File: src/rtl/i2cm_pkg.sv
package i2cm_pkg;

   typedef enum logic [1:0] {
      OP_START = 2'd0,
      OP_STOP  = 2'd1,
      OP_WRITE = 2'd2,
      OP_READ  = 2'd3
   } op_e;

   typedef enum logic [3:0] {
      ST_IDLE,
      ST_BUF,
      ST_SWAIT,
      ST_SHOLD,
      ST_SLOW,
      ST_SETUP,
      ST_BWAIT,
      ST_BHIGH,
      ST_BLOW,
      ST_TAIL,
      ST_PSTOP,
      ST_STSU,
      ST_STEND
   } st_e;

   function automatic logic is_wait(st_e s);
      return (s == ST_SWAIT) || (s == ST_BWAIT);
   endfunction

endpackage

File: src/rtl/i2cm_sync.sv
module i2cm_sync #(
   parameter int STAGES = 2
) (
   input  logic clk,
   input  logic rst_n,
   input  logic d,
   output logic q
);
   generate
      if (STAGES < 2) begin : g_bad
         $error("i2cm_sync: STAGES must be at least 2");
      end
   endgenerate

   logic [STAGES-1:0] pipe;

   always_ff @(posedge clk or negedge rst_n) begin
      if (!rst_n) pipe <= '1;
      else        pipe <= {pipe[STAGES-2:0], d};
   end

   assign q = pipe[STAGES-1];
endmodule

File: src/rtl/i2cm_timer.sv
module i2cm_timer #(
   parameter int W = 8
) (
   input  logic         clk,
   input  logic         rst_n,
   input  logic         load,
   input  logic [W-1:0] val,
   output logic         zero
);
   logic [W-1:0] cnt;

   always_ff @(posedge clk or negedge rst_n) begin
      if (!rst_n)           cnt <= '0;
      else if (load)        cnt <= val;
      else if (cnt != '0)   cnt <= cnt - 1'b1;
   end

   assign zero = (cnt == '0);
endmodule

File: src/rtl/i2cm_poll_guard.sv
module i2cm_poll_guard #(
   parameter int LIMIT = 1000
) (
   input  logic clk,
   input  logic rst_n,
   input  logic clr,
   input  logic step,
   output logic hit
);
   localparam int CW = $clog2(LIMIT + 1);

   generate
      if (LIMIT < 1) begin : g_bad
         $error("i2cm_poll_guard: LIMIT must be at least 1");
      end
   endgenerate

   logic [CW-1:0] cnt;

   always_ff @(posedge clk or negedge rst_n) begin
      if (!rst_n)     cnt <= '0;
      else if (clr)   cnt <= '0;
      else if (step)  cnt <= cnt + 1'b1;
   end

   assign hit = step && (cnt == CW'(LIMIT - 1));
endmodule

File: src/rtl/i2c_byte_master.sv
module i2c_byte_master
   import i2cm_pkg::*;
#(
   parameter int CLK_PER_US  = 100,
   parameter int POLL_LIMIT  = 1000,
   parameter int SYNC_STAGES = 2
) (
   input  logic       clk,
   input  logic       rst_n,
   input  logic       cmd_valid,
   output logic       cmd_ready,
   input  logic [1:0] cmd_op,
   input  logic [7:0] cmd_data,
   input  logic       cmd_stop,
   input  logic       cmd_last,
   input  logic       scl_i,
   input  logic       sda_i,
   output logic       scl_oe,
   output logic       sda_oe,
   output logic       done,
   output logic [7:0] rd_data,
   output logic       nack,
   output logic       io_err
);
   localparam int T1 = CLK_PER_US;
   localparam int T4 = 4 * CLK_PER_US;
   localparam int T5 = 5 * CLK_PER_US;
   localparam int TW = $clog2(T5 + 1);

   generate
      if (CLK_PER_US < 1) begin : g_bad_clk
         $error("i2c_byte_master: CLK_PER_US must be at least 1");
      end
   endgenerate

   logic scl_s, sda_s;
   i2cm_sync #(.STAGES(SYNC_STAGES)) u_sync_scl (.clk(clk), .rst_n(rst_n), .d(scl_i), .q(scl_s));
   i2cm_sync #(.STAGES(SYNC_STAGES)) u_sync_sda (.clk(clk), .rst_n(rst_n), .d(sda_i), .q(sda_s));

   st_e        st_q, st_n;
   op_e        op_q, op_n;
   logic [3:0] bit_q, bit_n;
   logic [7:0] sh_q, sh_n, rx_q, rx_n;
   logic       stop_q, stop_n, last_q, last_n;
   logic       nack_q, nack_n, err_q, err_n, done_q, done_n;
   logic       scl_oe_q, sda_oe_q, drv;

   logic          t_zero, t_load, to_hit;
   logic [TW-1:0] t_val;
   int            dur_n;

   i2cm_timer #(.W(TW)) u_timer (
      .clk(clk), .rst_n(rst_n), .load(t_load), .val(t_val), .zero(t_zero)
   );

   i2cm_poll_guard #(.LIMIT(POLL_LIMIT)) u_guard (
      .clk(clk), .rst_n(rst_n), .clr(st_n != st_q),
      .step(is_wait(st_q) && t_zero), .hit(to_hit)
   );

   // next-state sequencing
   always_comb begin
      st_n = st_q;  op_n = op_q;  bit_n = bit_q;  sh_n = sh_q;  rx_n = rx_q;
      stop_n = stop_q;  last_n = last_q;  nack_n = nack_q;  err_n = err_q;
      done_n = 1'b0;
      case (st_q)
         ST_IDLE: if (cmd_valid) begin
            op_n = op_e'(cmd_op);  sh_n = cmd_data;  bit_n = '0;
            stop_n = cmd_stop;  last_n = cmd_last;  nack_n = 1'b0;  err_n = 1'b0;
            case (op_e'(cmd_op))
               OP_START: st_n = ST_BUF;
               OP_STOP:  st_n = ST_PSTOP;
               default:  st_n = ST_SETUP;
            endcase
         end
         ST_BUF:   if (t_zero) st_n = ST_SWAIT;
         ST_SWAIT: if (scl_s) st_n = ST_SHOLD;
                   else if (to_hit) begin err_n = 1'b1; st_n = ST_PSTOP; end
         ST_SHOLD: if (t_zero) st_n = ST_SLOW;
         ST_SLOW:  if (t_zero) begin st_n = ST_IDLE; done_n = 1'b1; end
         ST_SETUP: if (t_zero) st_n = ST_BWAIT;
         ST_BWAIT: if (scl_s) st_n = ST_BHIGH;
                   else if (to_hit) begin err_n = 1'b1; st_n = ST_PSTOP; end
         ST_BHIGH: if (t_zero) begin
            if (op_q == OP_READ && bit_q < 4'd8)  rx_n = {rx_q[6:0], sda_s};
            if (op_q == OP_WRITE && bit_q == 4'd8) nack_n = sda_s;
            st_n = ST_BLOW;
         end
         ST_BLOW: if (t_zero) begin
            if (bit_q == 4'd8) st_n = ST_TAIL;
            else begin
               bit_n = bit_q + 4'd1;
               if (op_q == OP_WRITE) sh_n = {sh_q[6:0], 1'b0};
               st_n = ST_SETUP;
            end
         end
         ST_TAIL: if (t_zero) begin
            if (stop_q && (op_q == OP_WRITE || last_q)) st_n = ST_PSTOP;
            else begin st_n = ST_IDLE; done_n = 1'b1; end
         end
         ST_PSTOP: if (t_zero) st_n = ST_STSU;
         ST_STSU:  if (t_zero) st_n = ST_STEND;
         ST_STEND: begin st_n = ST_IDLE; done_n = 1'b1; end
         default:  st_n = ST_IDLE;
      endcase
   end

   // phase length of the state being entered
   always_comb begin
      case (st_n)
         ST_BUF, ST_SLOW, ST_BLOW, ST_TAIL: dur_n = T5;
         ST_SHOLD, ST_BHIGH, ST_STSU:       dur_n = T4;
         ST_SETUP: dur_n = (op_n == OP_WRITE && bit_n == 4'd8) ? T5 : T1;
         ST_PSTOP, ST_SWAIT, ST_BWAIT:      dur_n = T1;
         default:                           dur_n = 1;
      endcase
   end

   assign t_val  = TW'(dur_n - 1);
   assign t_load = (st_n != st_q) || (is_wait(st_q) && t_zero);

   // data-line level for the current bit slot
   assign drv = (op_q == OP_WRITE) ? ((bit_q < 4'd8) && !sh_q[7])
                                   : ((bit_q == 4'd8) && !last_q);

   always_ff @(posedge clk or negedge rst_n) begin
      if (!rst_n) begin
         st_q <= ST_IDLE;  op_q <= OP_START;  bit_q <= '0;  sh_q <= '0;  rx_q <= '0;
         stop_q <= 1'b0;  last_q <= 1'b0;  nack_q <= 1'b0;  err_q <= 1'b0;  done_q <= 1'b0;
      end else begin
         st_q <= st_n;  op_q <= op_n;  bit_q <= bit_n;  sh_q <= sh_n;  rx_q <= rx_n;
         stop_q <= stop_n;  last_q <= last_n;  nack_q <= nack_n;  err_q <= err_n;  done_q <= done_n;
      end
   end

   // registered line drivers; idle keeps the bus as the last command left it
   always_ff @(posedge clk or negedge rst_n) begin
      if (!rst_n) begin
         scl_oe_q <= 1'b0;  sda_oe_q <= 1'b0;
      end else begin
         case (st_q)
            ST_IDLE:            begin scl_oe_q <= scl_oe_q; sda_oe_q <= sda_oe_q; end
            ST_BUF, ST_STEND:   begin scl_oe_q <= 1'b0;     sda_oe_q <= 1'b0;     end
            ST_SWAIT, ST_SHOLD,
            ST_STSU:            begin scl_oe_q <= 1'b0;     sda_oe_q <= 1'b1;     end
            ST_SLOW:            begin scl_oe_q <= 1'b1;     sda_oe_q <= 1'b1;     end
            ST_SETUP, ST_BLOW:  begin scl_oe_q <= 1'b1;     sda_oe_q <= drv;      end
            ST_BWAIT, ST_BHIGH: begin scl_oe_q <= 1'b0;     sda_oe_q <= drv;      end
            ST_TAIL:            begin scl_oe_q <= 1'b1;     sda_oe_q <= 1'b0;     end
            ST_PSTOP:           begin scl_oe_q <= scl_oe_q; sda_oe_q <= 1'b1;     end
            default:            begin scl_oe_q <= 1'b0;     sda_oe_q <= 1'b0;     end
         endcase
      end
   end

   assign cmd_ready = (st_q == ST_IDLE);
   assign scl_oe    = scl_oe_q;
   assign sda_oe    = sda_oe_q;
   assign done      = done_q;
   assign rd_data   = rx_q;
   assign nack      = nack_q;
   assign io_err    = err_q;
endmodule

File: config.mk
export PLATFORM = sky130hd
export DESIGN_NAME = i2c_byte_master
export DESIGN_NICKNAME = d
export VERILOG_FILES = /design/src/rtl/i2cm_pkg.sv /design/src/rtl/i2cm_sync.sv /design/src/rtl/i2cm_timer.sv /design/src/rtl/i2cm_poll_guard.sv /design/src/rtl/i2c_byte_master.sv
export SDC_FILE = /design/constraint.sdc
export NUM_CORES = 1
export LEC_CHECK = 0
export ABC_AREA = 1
export BUFFER_PORTS_ARGS = -buffer_cell sky130_fd_sc_hd__buf_2
export CORE_ASPECT_RATIO = 1.4
export CORE_UTILIZATION = 58
export CTS_CLUSTER_DIAMETER = 100
export CTS_CLUSTER_SIZE = 16
export DETAILED_ROUTE_END_ITERATION = 6
export PLACE_DENSITY = 0.85
export SLEW_MARGIN = 20
export SYNTH_ARGS = -nofsm -noshare
export SYNTH_HDL_FRONTEND = slang
export SYNTH_HIERARCHICAL = 1
export SYNTH_SLANG_ARGS = --single-unit
File: constraint.sdc
create_clock -name clk -period 4.4 [get_ports clk]
set_input_delay 1.1 -clock clk [delete_from_list [all_inputs] [get_ports clk]]
set_output_delay 1.1 -clock clk [all_outputs]
set_load 0.02 [all_outputs]
======== After elaboration in Yosys (flattened, before gate mapping) ========
Cells that the tools add are included.
cells by class
  add/sub/neg operators ................... 4
  multiplexer cells ....................... 48
  reduce and logical (&&, ||, !) cells .... 35
  order comparisons ....................... 1
  eq/ne operators ......................... 39
operator list
  kind                                                                 count
  4-bit two-way mux                                                    18
  4-bit case mux with 12 select lines                                  1
  4-bit == test (second input constant)                                11
  9-bit case mux with 4 select lines                                   1
  4-bit by 3-bit == test with 1-bit output (second input constant)     8
  8-bit two-way mux                                                    4
  9-bit two-way mux                                                    3
  10-bit two-way mux                                                   2
  4-bit by 2-bit == test with 1-bit output (second input constant)     4
  4-bit case mux with 2 select lines                                   2
  8-bit case mux with 2 select lines                                   1
  2-bit != test (second input constant)                                7
  4-bit OR reduction                                                   3
  10-bit by 1-bit adder with 10-bit output (second input constant)     1
  10-bit == test (second input constant)                               1
  2-bit nonzero test                                                   5
  9-bit logical NOT                                                    1
  1-bit two-way mux                                                    9
  9-bit nonzero test                                                   1
  9-bit by 1-bit subtractor with 9-bit output (second input constant)  1
  9-bit by 2-bit subtractor with 9-bit output (second input constant)  1
  4-bit by 1-bit == test with 1-bit output (second input constant)     2
  1-bit logical AND                                                    8
  4-bit AND reduction                                                  2
  19 further kinds                                                     30
storage, ports and cells
  input port bits ......................... 17
  word-level logic and storage cells ...... 143
  output and inout port bits .............. 14
  flip-flop bits (word level) ............. 56

======== Depth between registers and ports, before layout ========
  word-level depth ........................ 12
  mapped depth ............................ 26
  mapped depth without buffers ............ 24

======== Modules after synthesis ========
The synthesis kept the hierarchy.
by module, submodules not included
  module           instances  area each (um2)  cells each
  i2c_byte_master  1          2060.7           254
  i2cm_timer       1          608.1            90
  i2cm_poll_guard  1          560.5            71
  i2cm_sync        2          52.6             2

======== Least setup slack after synthesis ========
OpenSTA, ideal clock, no wires.
  path type ............................... flip-flop to flip-flop
  from .................................... register u_timer.cnt[0]
  to ...................................... register u_guard.cnt[3]
  clock period less this slack ............ 3.288 ns
  path slack .............................. 1.112 ns
  data required time ...................... 4.274 ns
  stages on the path, launching flop included .. 24
  setup time .............................. 0.126 ns
  buffers on the path ..................... 2
  data arrival time ....................... 3.161 ns
  path through ............................ dfrtp_1 -> inv_2 -> ha_1 -> nand2_2 -> nor2_4 -> nand2_1 -> inv_1 -> clkbuf_2 -> buf_2 -> nand2_1 -> inv_1 -> nand3_1 -> nor4_1 -> inv_1 -> nor2_1 -> nor2_1 -> nor2_1 -> nand2_4 -> a21oi_1 -> nand3_1 -> nor2_4 -> nor2_1 -> o21ai_0 -> a21oi_1
on the way
  word-level cells in the longest chain between the ends .. 8
  elaborated cells on any way between the ends .. 19
ends and longest elaborated chain
  item                                                             RTL line                                      text
  start: declaration                                               i2cm_timer.sv:10                              logic [W-1:0] cnt;
  start signal: assignment                                         i2cm_timer.sv:14                              else if (load) cnt <= val;
  start signal: assignment                                         i2cm_timer.sv:15                              else if (cnt != '0) cnt <= cnt - 1'b1;
  9-bit logical NOT *                                              i2cm_timer.sv:18                              assign zero = (cnt == '0);
  named net t_zero                                                 i2c_byte_master.sv:48                         logic t_zero, t_load, to_hit;
  1-bit logical AND *                                              i2c_byte_master.sv:58                         .step(is_wait(st_q) && t_zero), .hit(to_hit)
  1-bit logical AND *                                              i2cm_poll_guard.sv:26                         assign hit = step && (cnt == CW'(LIMIT - 1));
  named net to_hit                                                 i2c_byte_master.sv:48
  4-bit two-way mux *                                              i2c_byte_master.sv:78, i2c_byte_master.sv:83
  4-bit two-way mux, on equally long branches                      i2c_byte_master.sv:82, i2c_byte_master.sv:77
  4-bit case mux with 12 select lines *                            i2c_byte_master.sv:66                         case (st_q)
  named net st_n[2]                                                i2c_byte_master.sv:40                         st_e st_q, st_n;
  4-bit != test *                                                  i2c_byte_master.sv:57                         .clk(clk), .rst_n(rst_n), .clr(st_n != st_q),
  10-bit two-way mux / 2-bit nonzero test (equally long branches)  --
  end signal: assignment                                           i2cm_poll_guard.sv:23                         else if (step) cnt <= cnt + 1'b1;
  end: declaration                                                 i2cm_poll_guard.sv:18                         logic [CW-1:0] cnt;
Mark *: on every way through the listed nets, which the timed path passes. The rest lies on a longest branch.
A chain may end at the register's enable or synchronous reset.

======== Final worst setup path ========
  from .................................... register u_timer.cnt[0]
  to ...................................... register u_timer.cnt[1]
on the way
  elaborated cells on any way between the ends .. 39
RTL lines
  item                                                            RTL line                                      text
  9-bit logical NOT *                                             i2cm_timer.sv:18
  named net t_zero                                                i2c_byte_master.sv:48
  1-bit logical AND *                                             i2c_byte_master.sv:58
  1-bit logical AND *                                             i2cm_poll_guard.sv:26
  named net to_hit                                                i2c_byte_master.sv:48
  4-bit two-way mux *                                             i2c_byte_master.sv:78, i2c_byte_master.sv:83
  4-bit two-way mux, on equally long branches                     i2c_byte_master.sv:82, i2c_byte_master.sv:77
  4-bit case mux with 12 select lines *                           i2c_byte_master.sv:66
  named net st_n[2]                                               i2c_byte_master.sv:40
  4-bit != test *                                                 i2c_byte_master.sv:120                        assign t_load = (st_n != st_q) || (is_wait(st_q) && t_zero);
  1-bit logical OR *                                              i2c_byte_master.sv:120
  named net t_load                                                i2c_byte_master.sv:48
  9-bit two-way mux / 2-bit nonzero test (equally long branches)  --
Mark *: on every way through the listed nets, which the timed path passes. The rest lies on a longest branch. The select of a mux whose other input is x is not followed.

==> results.md <==
- Grt ovf: 0
- Num rows: 32
- Max Cap Violations: 0
- Worst setup startpoint: u_timer/cnt[0]
- FF+latch count, synth: 56
- Hold buffer count at cts: 0
- Placed insts: 512
- R2R Path End: u_timer/cnt[1]
- Crit-path slowest cell: nand4_1
- Starting DRC count in detailed routing: 131
- DR vias: 2,790
- Hold_ws: 0.360 ns
- Synthesized area: 0.00333 mm2
- Skew-Pair Late Insertion Delay: 0.31 ns
- Dpl cell area: 0.00353 mm2
- GRT Overall Usage: 24.8%
- Worst Hold Path EP: u_sync_scl/pipe[1]
- Pwr dens: 544 mW/mm2
- Worst Path Required: 4.61 ns
- Die Ht: 91.7 um
- Post-synthesis async set-or-reset flop share: 100%
- CTS H-tree lvls: 2
- Post-CTS Setup Bufs: 0
- Worst Tran Pin Value: 0.582 ns
- TritonCTS clock tree: built
- Reg clk slew, reported paths: 0.10 ns
- Vias per inst: 5.37
- Post-route clock period utilization: 86.5%
- Min-Delay Startpoint: u_sync_scl/pipe[0]
- CP Launch Type: register
- Signal arrival time at the worst endpoint: 4.02 ns
- Detailed-route wire length: 6.78 mm
- Ys Warns: 6
- R2R Path Start: u_timer/cnt[0]
- Max incr delay on CP: 0.43 ns
- Largest net degree at the start of global routing: 31
- Status: completed
- Syn Nets: 440
- Synthesized instance count: 419
- Die width: 66.1 um
- RSZ-0062 raised after global routing: no
- DP Wirelength: 5.17 mm
- Routed len/inst: 13.0 um
- Core area: 0.00553 mm2
- IO Port Bufs: 30
- Clock buffer depth: 2
- Vias in the first global route: 2,704
- Initial antenna violation count: 0
- Max VDD drop: 0.315 mV
- Post-DRT Antenna Nets: 0
- Worst Setup End Kind: register
- Final Max Slew Viols: 0
- # DRC: 0
- Placer Congestion: 0.947
- Setup tns final: 0 ns
- Placement Setup Slack: 0.656 ns
- Leakage: 1.83 nW
- Die area: 0.00606 mm2
- Fin nets: 472
- First-pass GRT wire length: 11.7 mm
- CTS Sinks: 56
- Antenna Cells: 0
- Final Hold Viols: 0
- FMAX: 263 MHz
- Root buffer cell: clkbuf_8
- Area delta synth->final: 9.94%
- DRT Pass-1 Iters: 4
- Reg2Reg Depth: 22
- Layout cell share with drive strength beyond 1: 24.8%
- Sequential area share after synthesis: 42.2%
- Post-Layout Inst Area: 0.00367 mm2
- Hold-critical path depth: 0
- Top-Level Pins: 31
- Final WS setup: 0.594 ns
- Non-Filler Instances: 520
- Cts repair resizes: 0
- Worst Path Max Fanout: 16
- Layout Utilization: 66.3%
- Slew headroom: 61.2%
- Setup Viol. Count Final: 0
- Cell variety after synth: 43
- Starting density of the core: 60.3%
- Crit path time final: 3.81 ns
- Post-synth EDFFs: 0
- TritonCTS buffer count: 5
- Worst min-delay path class: reg2reg
- Syn_area_per_cell: 7.96 um2
- Post-layout power: 2.00 mW
- Reg2reg setup slack: 0.59 ns
- Clock Skew: 0.0141 ns
- CP cell instances: inv_2 > ha_1 > nand2_2 > nor2_4 > nand2_1 > inv_1 > buf_4 > nand2_1 > inv_1 > nand3_1 > nor4_1 > inv_1 > nor2_1 > nor2_1 > nor2_1 > nand2_4 > a21oi_1 > nand4_1 > inv_2 > nand3_4 > nand2_1 > o21ai_2
- WS Path Type: reg2reg
- Top FF cell, synth: dfrtp_1
sequential cells by signal (all words and copies together) (netlist names), 2 cells and up:
| register | cells |
|---|---|
| bit_q | 4 |
| op_q | 2 |
| rd_data | 8 |
| sh_q | 8 |
| st_q | 4 |
| u_guard/cnt | 10 |
| u_sync_scl/pipe | 2 |
| u_sync_sda/pipe | 2 |
| u_timer/cnt | 9 |
placed cells by master (no fill, tap or decap), types with 5 or more instances in the layout:
master | synthesis | layout
a21oi_1 | 12 | 12
buf_2 | 2 | 30
clkbuf_8 | 0 | 5
dfrtp_1 | 52 | 52
inv_1 | 48 | 48
inv_2 | 10 | 10
mux2_2 | 7 | 7
nand2_1 | 106 | 106
nand2_2 | 15 | 15
nand3_1 | 27 | 27
nand4_1 | 5 | 5
nor2_1 | 34 | 34
nor2_2 | 7 | 7
nor2_4 | 11 | 11
o211ai_1 | 7 | 7
o21ai_0 | 21 | 21
o21ai_1 | 7 | 7
kinds of logic after synthesis:
logic type               Yosys count  share of synthesized area [%]
AO/OA/AOI/OAI                     58                           10.9
XOR/XNOR                           4                           1.05
adder cells (fa/ha/maj)            4                           1.50
buffers and inverters             68                           8.74
flip-flops                        56                           42.2
multiplexers                       7                           2.36
AND/OR/NAND/NOR                  222                           33.2
critical path, delay by kind of cell (launching register included):
kind,cells,cell delay (ns)
AOI/OAI and AO/OA,2,0.26
buffers and inverters,6,0.86
and+or+nand+nor,13,1.91
DFF,1,0.40
adders and majority gates,1,0.27
final cells by class:
class	count	area, um2
fill	460	1860
multi-input combinational	295	1640
sequential	56	1410
inverter	60	228
timing repair buffer	33	173
tap	68	85.1
clock buffer	5	68.8
clock inverter	3	68.8
routing by layer:
| metal | vias up | global-route usage (%) | wire length, um |
|---|---|---|---|
| met3 | 16 | 3.48 | 212 |
| met4 | 0 | 10.1 | 184 |
| li1 | 1409 | - | - |
| met5 | - | 0 | 0 |
| met1 | 1306 | 30.4 | 2900 |
| met2 | 59 | 42.9 | 3480 |
Yosys cell counts (2+ instances only):
cell type	number	area share, %
a21oi_1	12	1.8
nor3_1	4	0.60
nand3_2	4	1.2
dfrtp_1	52	39
mux2_2	7	2.4
o211ai_1	7	1.6
nand4_1	5	0.94
inv_1	48	5.4
o21ai_2	2	0.53
inv_2	10	1.1
ha_1	4	1.5
nor2_2	7	1.3
a21oi_2	3	0.79
buf_2	2	0.30
nand2_4	2	0.68
o21ai_0	21	3.2
nor2_1	34	3.8
nand2_1	106	12
xnor2_1	2	0.53
nand2_2	15	2.8
buf_6	4	1.4
o21ai_1	7	1.1
nand3_1	27	4.1
nor2_4	11	3.7
xor2_1	2	0.53
dfstp_2	4	3.2
where the power goes:
part	total (mW)	internal (mW)	leakage [nW]	switching [mW]
combinational	0.844	0.278	1.05	0.566
sequential	0.754	0.645	0.713	0.109
clock	0.397	0.229	0.0687	0.168
worst max path at each step:
stage | endpoint | slack (ns) | depth (start not counted)
CTS | u_timer/cnt[0] | 0.62 | 22
finish | u_timer/cnt[1] | 0.59 | 22
global placement | u_timer/cnt[0] | 0.85 | 22
global route | u_timer/cnt[0] | 0.13 | 22
floorplan | u_guard/cnt[3] | 1.11 | 23
detailed placement | u_timer/cnt[1] | 0.66 | 22
No activity file was read; power rests on OpenSTA's default activity.
